[config.mk]
export PLATFORM = sky130hd
export DESIGN_NAME = ds3e3_maint_gen
export DESIGN_NICKNAME = d
export VERILOG_FILES = /design/src/rtl/tx_maint_pkg.sv /design/src/rtl/ds3e3_frame_ctr.sv /design/src/rtl/maint_pattern_gen.sv /design/src/rtl/ds3_parity_acc.sv /design/src/rtl/ds3e3_maint_gen.sv
export SDC_FILE = /design/constraint.sdc
export NUM_CORES = 1
export LEC_CHECK = 0
export BUFFER_PORTS_ARGS = -buffer_cell sky130_fd_sc_hd__buf_2
export CAP_MARGIN = 20
export CORE_UTILIZATION = 60
export CTS_CLUSTER_SIZE = 24
export DETAILED_ROUTE_END_ITERATION = 12
export PLACE_DENSITY = 0.83
export SETUP_SLACK_MARGIN = 0.05
export SKIP_LAST_GASP = 1
export SLEW_MARGIN = 40
export SYNTH_ARGS = -nofsm -noshare
export SYNTH_HDL_FRONTEND = slang
export SYNTH_SLANG_ARGS = --single-unit
[constraint.sdc]
create_clock -name clk_i -period 7.08 [get_ports clk_i]
set_input_delay 0.708 -clock clk_i [delete_from_list [all_inputs] [get_ports clk_i]]
set_output_delay 0.708 -clock clk_i [all_outputs]
set_load 0.01 [all_outputs]
[src/rtl/tx_maint_pkg.sv]
package tx_maint_pkg;

  localparam int unsigned DS3_SUBFRAMES = 7;
  localparam int unsigned DS3_BLOCKS    = 8;

  typedef struct packed {
    logic       e3;
    logic       ais;
    logic       rai;
    logic       idle;
    logic [1:0] sn_sel;
  } tx_cfg_t;

  typedef enum logic [2:0] {
    SLOT_INFO,
    SLOT_X,
    SLOT_P,
    SLOT_M,
    SLOT_F1,
    SLOT_F0,
    SLOT_C
  } ds3_slot_e;

  localparam logic [1:0] SN_ONE  = 2'b00;
  localparam logic [1:0] SN_HDLC = 2'b01;
  localparam logic [1:0] SN_FEAC = 2'b10;
  localparam logic [1:0] SN_ZERO = 2'b11;

endpackage

[src/rtl/ds3e3_frame_ctr.sv]
module ds3e3_frame_ctr
  import tx_maint_pkg::*;
#(
  parameter int unsigned INFO_BITS = 84,
  parameter int unsigned E3_BITS   = 1536,
  localparam int unsigned BIT_W = $clog2(INFO_BITS + 1),
  localparam int unsigned BLK_W = $clog2(DS3_BLOCKS),
  localparam int unsigned SF_W  = $clog2(DS3_SUBFRAMES),
  localparam int unsigned POS_W = $clog2(E3_BITS)
) (
  input  logic             clk_i,
  input  logic             rst_ni,
  input  logic             e3_i,
  output logic             start_o,
  output logic [BIT_W-1:0] bit_o,
  output logic [BLK_W-1:0] blk_o,
  output logic [SF_W-1:0]  sf_o,
  output logic [POS_W-1:0] pos_o
);

  logic [BIT_W-1:0] bit_q;
  logic [BLK_W-1:0] blk_q;
  logic [SF_W-1:0]  sf_q;
  logic [POS_W-1:0] pos_q;
  logic             ds3_last, e3_last, last;

  assign ds3_last = (sf_q == SF_W'(DS3_SUBFRAMES - 1)) &&
                    (blk_q == BLK_W'(DS3_BLOCKS - 1)) &&
                    (bit_q == BIT_W'(INFO_BITS));
  assign e3_last  = (pos_q == POS_W'(E3_BITS - 1));
  assign last     = e3_i ? e3_last : ds3_last;

  always_ff @(posedge clk_i or negedge rst_ni) begin
    if (!rst_ni) begin
      bit_q <= '0;
      blk_q <= '0;
      sf_q  <= '0;
      pos_q <= '0;
    end else if (last) begin
      bit_q <= '0;
      blk_q <= '0;
      sf_q  <= '0;
      pos_q <= '0;
    end else if (e3_i) begin
      pos_q <= pos_q + 1'b1;
    end else if (bit_q == BIT_W'(INFO_BITS)) begin
      bit_q <= '0;
      if (blk_q == BLK_W'(DS3_BLOCKS - 1)) begin
        blk_q <= '0;
        sf_q  <= sf_q + 1'b1;
      end else begin
        blk_q <= blk_q + 1'b1;
      end
    end else begin
      bit_q <= bit_q + 1'b1;
    end
  end

  assign start_o = (bit_q == '0) && (blk_q == '0) && (sf_q == '0) && (pos_q == '0);
  assign bit_o   = bit_q;
  assign blk_o   = blk_q;
  assign sf_o    = sf_q;
  assign pos_o   = pos_q;

endmodule

[src/rtl/maint_pattern_gen.sv]
module maint_pattern_gen #(
  parameter int unsigned PAT_W = 2
) (
  input  logic clk_i,
  input  logic rst_ni,
  input  logic start_i,
  input  logic adv_i,
  output logic ais_bit_o,
  output logic idle_bit_o
);

  logic [PAT_W-1:0] cnt_q;

  always_ff @(posedge clk_i or negedge rst_ni) begin
    if (!rst_ni)      cnt_q <= '0;
    else if (start_i) cnt_q <= '0;
    else if (adv_i)   cnt_q <= cnt_q + 1'b1;
  end

  // phase counts payload bits only, so overhead gaps do not shift it
  assign ais_bit_o  = ~cnt_q[0];
  assign idle_bit_o = ~cnt_q[PAT_W-1];

endmodule

[src/rtl/ds3_parity_acc.sv]
module ds3_parity_acc (
  input  logic clk_i,
  input  logic rst_ni,
  input  logic start_i,
  input  logic info_i,
  input  logic bit_i,
  output logic par_o
);

  logic acc_q, snap_q;

  always_ff @(posedge clk_i or negedge rst_ni) begin
    if (!rst_ni) begin
      acc_q  <= 1'b0;
      snap_q <= 1'b0;
    end else if (start_i) begin
      snap_q <= acc_q;
      acc_q  <= 1'b0;
    end else if (info_i) begin
      acc_q  <= acc_q ^ bit_i;
    end
  end

  assign par_o = snap_q;

endmodule

[src/rtl/ds3e3_maint_gen.sv]
module ds3e3_maint_gen
  import tx_maint_pkg::*;
#(
  parameter int unsigned INFO_BITS = 84,
  parameter int unsigned E3_BITS   = 1536,
  parameter int unsigned FAS_LEN   = 10,
  parameter logic [FAS_LEN-1:0] FAS_WORD = 10'b1111010000
) (
  input  logic       clk_i,
  input  logic       rst_ni,
  input  logic       e3_mode_i,
  input  logic       ais_i,
  input  logic       rai_i,
  input  logic       idle_i,
  input  logic [1:0] sn_sel_i,
  input  logic       data_i,
  input  logic       c_bit_i,
  input  logic       hdlc_bit_i,
  input  logic       feac_bit_i,
  output logic       tx_bit_o,
  output logic       frame_start_o
);

  localparam int unsigned BIT_W = $clog2(INFO_BITS + 1);
  localparam int unsigned BLK_W = $clog2(DS3_BLOCKS);
  localparam int unsigned SF_W  = $clog2(DS3_SUBFRAMES);
  localparam int unsigned POS_W = $clog2(E3_BITS);

  logic             start;
  logic [BIT_W-1:0] ctr_bit;
  logic [BLK_W-1:0] ctr_blk;
  logic [SF_W-1:0]  ctr_sf;
  logic [POS_W-1:0] ctr_pos;

  tx_cfg_t cfg_in, cfg_q, cfg_eff;
  logic    cur_e3, cur_ais;

  always_comb begin
    cfg_in.e3     = e3_mode_i;
    cfg_in.ais    = ais_i;
    cfg_in.rai    = rai_i;
    cfg_in.idle   = idle_i;
    cfg_in.sn_sel = sn_sel_i;
  end

  // controls take effect only on the first bit of a frame
  assign cfg_eff = start ? cfg_in : cfg_q;
  assign cur_e3  = cfg_eff.e3;
  assign cur_ais = cfg_eff.ais;

  always_ff @(posedge clk_i or negedge rst_ni) begin
    if (!rst_ni) cfg_q <= '0;
    else         cfg_q <= cfg_eff;
  end

  ds3e3_frame_ctr #(
    .INFO_BITS (INFO_BITS),
    .E3_BITS   (E3_BITS)
  ) u_ctr (
    .clk_i   (clk_i),
    .rst_ni  (rst_ni),
    .e3_i    (cur_e3),
    .start_o (start),
    .bit_o   (ctr_bit),
    .blk_o   (ctr_blk),
    .sf_o    (ctr_sf),
    .pos_o   (ctr_pos)
  );

  ds3_slot_e slot;
  logic      ds3_info;
  logic      pat_ais, pat_idle, par;
  logic      sn_bit, ds3_bit, e3_bit, bit_nxt;
  logic [FAS_LEN-1:0] fas_sh;

  always_comb begin
    if (ctr_bit != '0) begin
      slot = SLOT_INFO;
    end else begin
      unique case (ctr_blk)
        BLK_W'(0): begin
          if (ctr_sf < SF_W'(2))      slot = SLOT_X;
          else if (ctr_sf < SF_W'(4)) slot = SLOT_P;
          else                        slot = SLOT_M;
        end
        BLK_W'(1), BLK_W'(7): slot = SLOT_F1;
        BLK_W'(3), BLK_W'(5): slot = SLOT_F0;
        default:              slot = SLOT_C;
      endcase
    end
  end

  assign ds3_info = !cur_e3 && (slot == SLOT_INFO);

  maint_pattern_gen #(.PAT_W(2)) u_pat (
    .clk_i      (clk_i),
    .rst_ni     (rst_ni),
    .start_i    (start),
    .adv_i      (ds3_info),
    .ais_bit_o  (pat_ais),
    .idle_bit_o (pat_idle)
  );

  ds3_parity_acc u_par (
    .clk_i   (clk_i),
    .rst_ni  (rst_ni),
    .start_i (start),
    .info_i  (ds3_info),
    .bit_i   (bit_nxt),
    .par_o   (par)
  );

  always_comb begin
    unique case (slot)
      SLOT_INFO: ds3_bit = cur_ais ? pat_ais : (cfg_eff.idle ? pat_idle : data_i);
      SLOT_X:    ds3_bit = (cur_ais || cfg_eff.idle) ? 1'b1 : ~cfg_eff.rai;
      SLOT_P:    ds3_bit = par;
      SLOT_M:    ds3_bit = (ctr_sf == SF_W'(5));
      SLOT_F1:   ds3_bit = 1'b1;
      SLOT_F0:   ds3_bit = 1'b0;
      SLOT_C:    ds3_bit = cur_ais ? 1'b0 :
                           ((cfg_eff.idle && ctr_sf == SF_W'(2)) ? 1'b0 : c_bit_i);
      default:   ds3_bit = 1'b0;
    endcase
  end

  always_comb begin
    unique case (cfg_eff.sn_sel)
      SN_ONE:  sn_bit = 1'b1;
      SN_HDLC: sn_bit = hdlc_bit_i;
      SN_FEAC: sn_bit = feac_bit_i;
      default: sn_bit = 1'b0;
    endcase
  end

  assign fas_sh = FAS_WORD << ctr_pos;

  always_comb begin
    if (cur_ais)                              e3_bit = 1'b1;
    else if (ctr_pos < POS_W'(FAS_LEN))       e3_bit = fas_sh[FAS_LEN-1];
    else if (ctr_pos == POS_W'(FAS_LEN))      e3_bit = cfg_eff.rai;
    else if (ctr_pos == POS_W'(FAS_LEN + 1))  e3_bit = sn_bit;
    else                                      e3_bit = data_i;
  end

  assign bit_nxt = cur_e3 ? e3_bit : ds3_bit;

  always_ff @(posedge clk_i or negedge rst_ni) begin
    if (!rst_ni) begin
      tx_bit_o      <= 1'b0;
      frame_start_o <= 1'b0;
    end else begin
      tx_bit_o      <= bit_nxt;
      frame_start_o <= start;
    end
  end

endmodule

==> flow_metrics.tcl <==
set metrics [dict create \
    status "complete, no violations" \
    grt.busiest_layer "met2" \
    cts_max_level 2 \
    pwr_density_cell_mw_per_mm2 352 \
    synthDistinctLibCells 58 \
    insertion_delay_ns 0.30 \
    yosys.area.top_type "dfrtp_1" \
    cts.sinks 36 \
    synth_top_cells_by_area "dfrtp_1 (39%), ha_1 (7.1%), nor2_1 (4.3%)" \
    wl_per_cell_um 15.3 \
    p_leak_uw 0.00113 \
    area_growth_pct 7.38 \
    slew_headroom_pct 47.4 \
    use_met2_pct 42.3 \
    start_util_pct 62.5 \
    tightest_slew_ns 0.784 \
    crit_arrival_ns 3.49 \
    via_per_inst 6.00 \
    path_class "reg -> reg" \
    ir_worst_vdd_uv 189 \
    clock.fmax_mhz 301 \
    cts_resized 0 \
    met1_usage_pct 33.1 \
    yosysWarnings 0 \
    netlist_instances 246 \
    ff2ff_path_depth 9 \
    crit_fanout 12 \
    grt_max_degree 37 \
    drive_gt1_share_pct 16.2 \
    hpwl_um 3390 \
    syn_nets 271 \
    worstHoldPathType "in -> async" \
    clock_skew_ns 0.00719 \
    placed_area_mm2 0.00238 \
    r2r-start "u_ctr.sf_o[1]$_DFFE_PN0P_" \
    fp.dieH_um 63.8 \
    use_met3_pct 5.00 \
    ys_seq_elements 36 \
    die_width_um 63.8 \
    hold_slack_ns 0.355 \
    cts.clk_slew.worst_paths_ns 0.07 \
    row_count 22 \
    synth-edff-count 0 \
    routed-via-count 1849 \
    synth_top_area_share_pct 39.4 \
    ant_nets 0 \
    clockBufferDepth 2 \
    gp_congestion 0.848 \
    synth-seq-area-share_pct 39.4 \
    fin_area_mm2 0.00246 \
    antenna_found_initial 0 \
    maxCapViolations 0 \
    maxSlewViolCount 0 \
    synthFlopType "dfrtp_1" \
    required_ns 7.24 \
    drt-total-wl_um 4720 \
    start_kind "flip-flop" \
    drc 0 \
    synth_most_common_cell "dfrtp_1" \
    cts_tree "built" \
    io_pins 14 \
    avgSynthCellArea_um2 9.30 \
    netlist_area_mm2 0.00229 \
    grt_setup_unrepaired "false" \
    min_period_ns 3.32 \
    async_flop_share_pct 100 \
    end_kind "flip-flop" \
    fin_nets 285 \
    cts_hold_buffers 0 \
    synthTopCellsByCount "dfrtp_1 (36), nor2_1 (26), nand2_1 (17), o21ai_0 (16), inv_1 (15)" \
    cts_root_buffer "clkbuf_8" \
    numCtsBuffers 5 \
    hold_viol 0 \
    fin_setup_tns_ns 0 \
    r2r-end "u_ctr.bit_o[3]$_DFFE_PN0P_" \
    grt_pass1_vias 1747 \
    io_buffers 13 \
    grt_pass1_wl_um 7960 \
    n_antenna_cell 0 \
    finalSetupViolCount 0 \
    grt.total_usage_pct 25.9 \
    first_pass_iters 4 \
    core_area_mm2 0.00366 \
    fin_crit_sh_pct 47.0 \
    critPathLaunch "u_ctr.sf_o[1]$_DFFE_PN0P_" \
    r2r_setup_slack_ns 3.76 \
    die-area_mm2 0.00407 \
    cts_setup_buffers 0 \
    gr-total-overflow 0 \
    drt_iter0_drc 147 \
]
## state kept, by name, indices dropped and copies added, names as in the netlist
signal / cells
cfg_q: 6
u_pat.cnt_q: 2
frame_start_o: 1
u_par.acc_q: 1
u_ctr.pos_o: 11
u_ctr.sf_o: 3
u_ctr.blk_o: 3
tx_bit_o: 1
u_ctr.bit_o: 7
u_par.par_o: 1
## worst max-delay path, stage by stage (launching register included)
cell and delay [ns]:
dfrtp_1 0.45, inv_1 0.11, ha_1 0.17, or4bb_4 0.56, nor4b_4 0.51, a21boi_0 0.25, o21ai_1 0.70, nand4_1 0.20
xor2_1 0.19, nor2_1 0.05
## power breakdown
part	internal (uW)	leakage, uW	switching, uW
registers	263	0.000471	55.8
logic	164	0.000623	245
clock network	66.8	0.0000410	70.3
## cells in the final DEF, fill, tap and decap left out, drive strengths merged, types with 6 or more instances in the layout
cell type  instances
clkbuf             6
o21ai             18
xor2               7
a21oi              8
and3               8
buf               13
nand3             10
dfrtp             36
inv               15
ha                13
nand2             18
xnor2              6
nor2              27
nand4             10
## cell type report
cell class	count	area, um^2
Tap cell	48	60.1
Multi-Input combinational cell	189	1290
Clock buffer	6	72.6
Sequential cell	36	901
Fill cell	295	1200
Inverter	15	56.3
Clock inverter	1	5.00
Timing Repair Buffer	13	67.6
## worst max-delay path by stage
stage,end,cells past startpoint
2_1_floorplan,tx_bit_o$_DFF_PN0_,9
3_3_place_gp,u_ctr.bit_o[6]$_DFFE_PN0P_,9
3_5_place_dp,u_ctr.bit_o[3]$_DFFE_PN0P_,9
4_1_cts,u_ctr.bit_o[3]$_DFFE_PN0P_,9
5_1_grt,u_ctr.bit_o[5]$_DFFE_PN0P_,9
6_report,u_ctr.bit_o[3]$_DFFE_PN0P_,9
## per-layer routing
layer	part of all wire, %	wire, um
met4	1.7	78
met5	0	0
met2	48	2290
met1	45	2140
met3	4.4	208
## through the flow
step                      util (%)  instances  setup slack [ns]  power [uW]
after detailed placement      64.9        301              3.81         723
final                         67.1        308              3.76         864
after global routing          67.1        308              3.56         931
after CTS                     67.1        308              3.77         864
after floorplan                  -        246              4.32         639
after global placement        64.7        301              3.73         707
## kinds of logic after synthesis
family                   Yosys count  synth area share (%)
adder cells (fa/ha/maj)           13                  7.11
AO/OA/AOI/OAI                     53                  15.7
flip-flops                        36                  39.4
XOR/XNOR                          13                  4.98
multiplexers                       5                  2.51
AND/OR/NAND/NOR                  105                  25.9
buffers and inverters             21                  4.43
(Power assumes the default switching activity.)
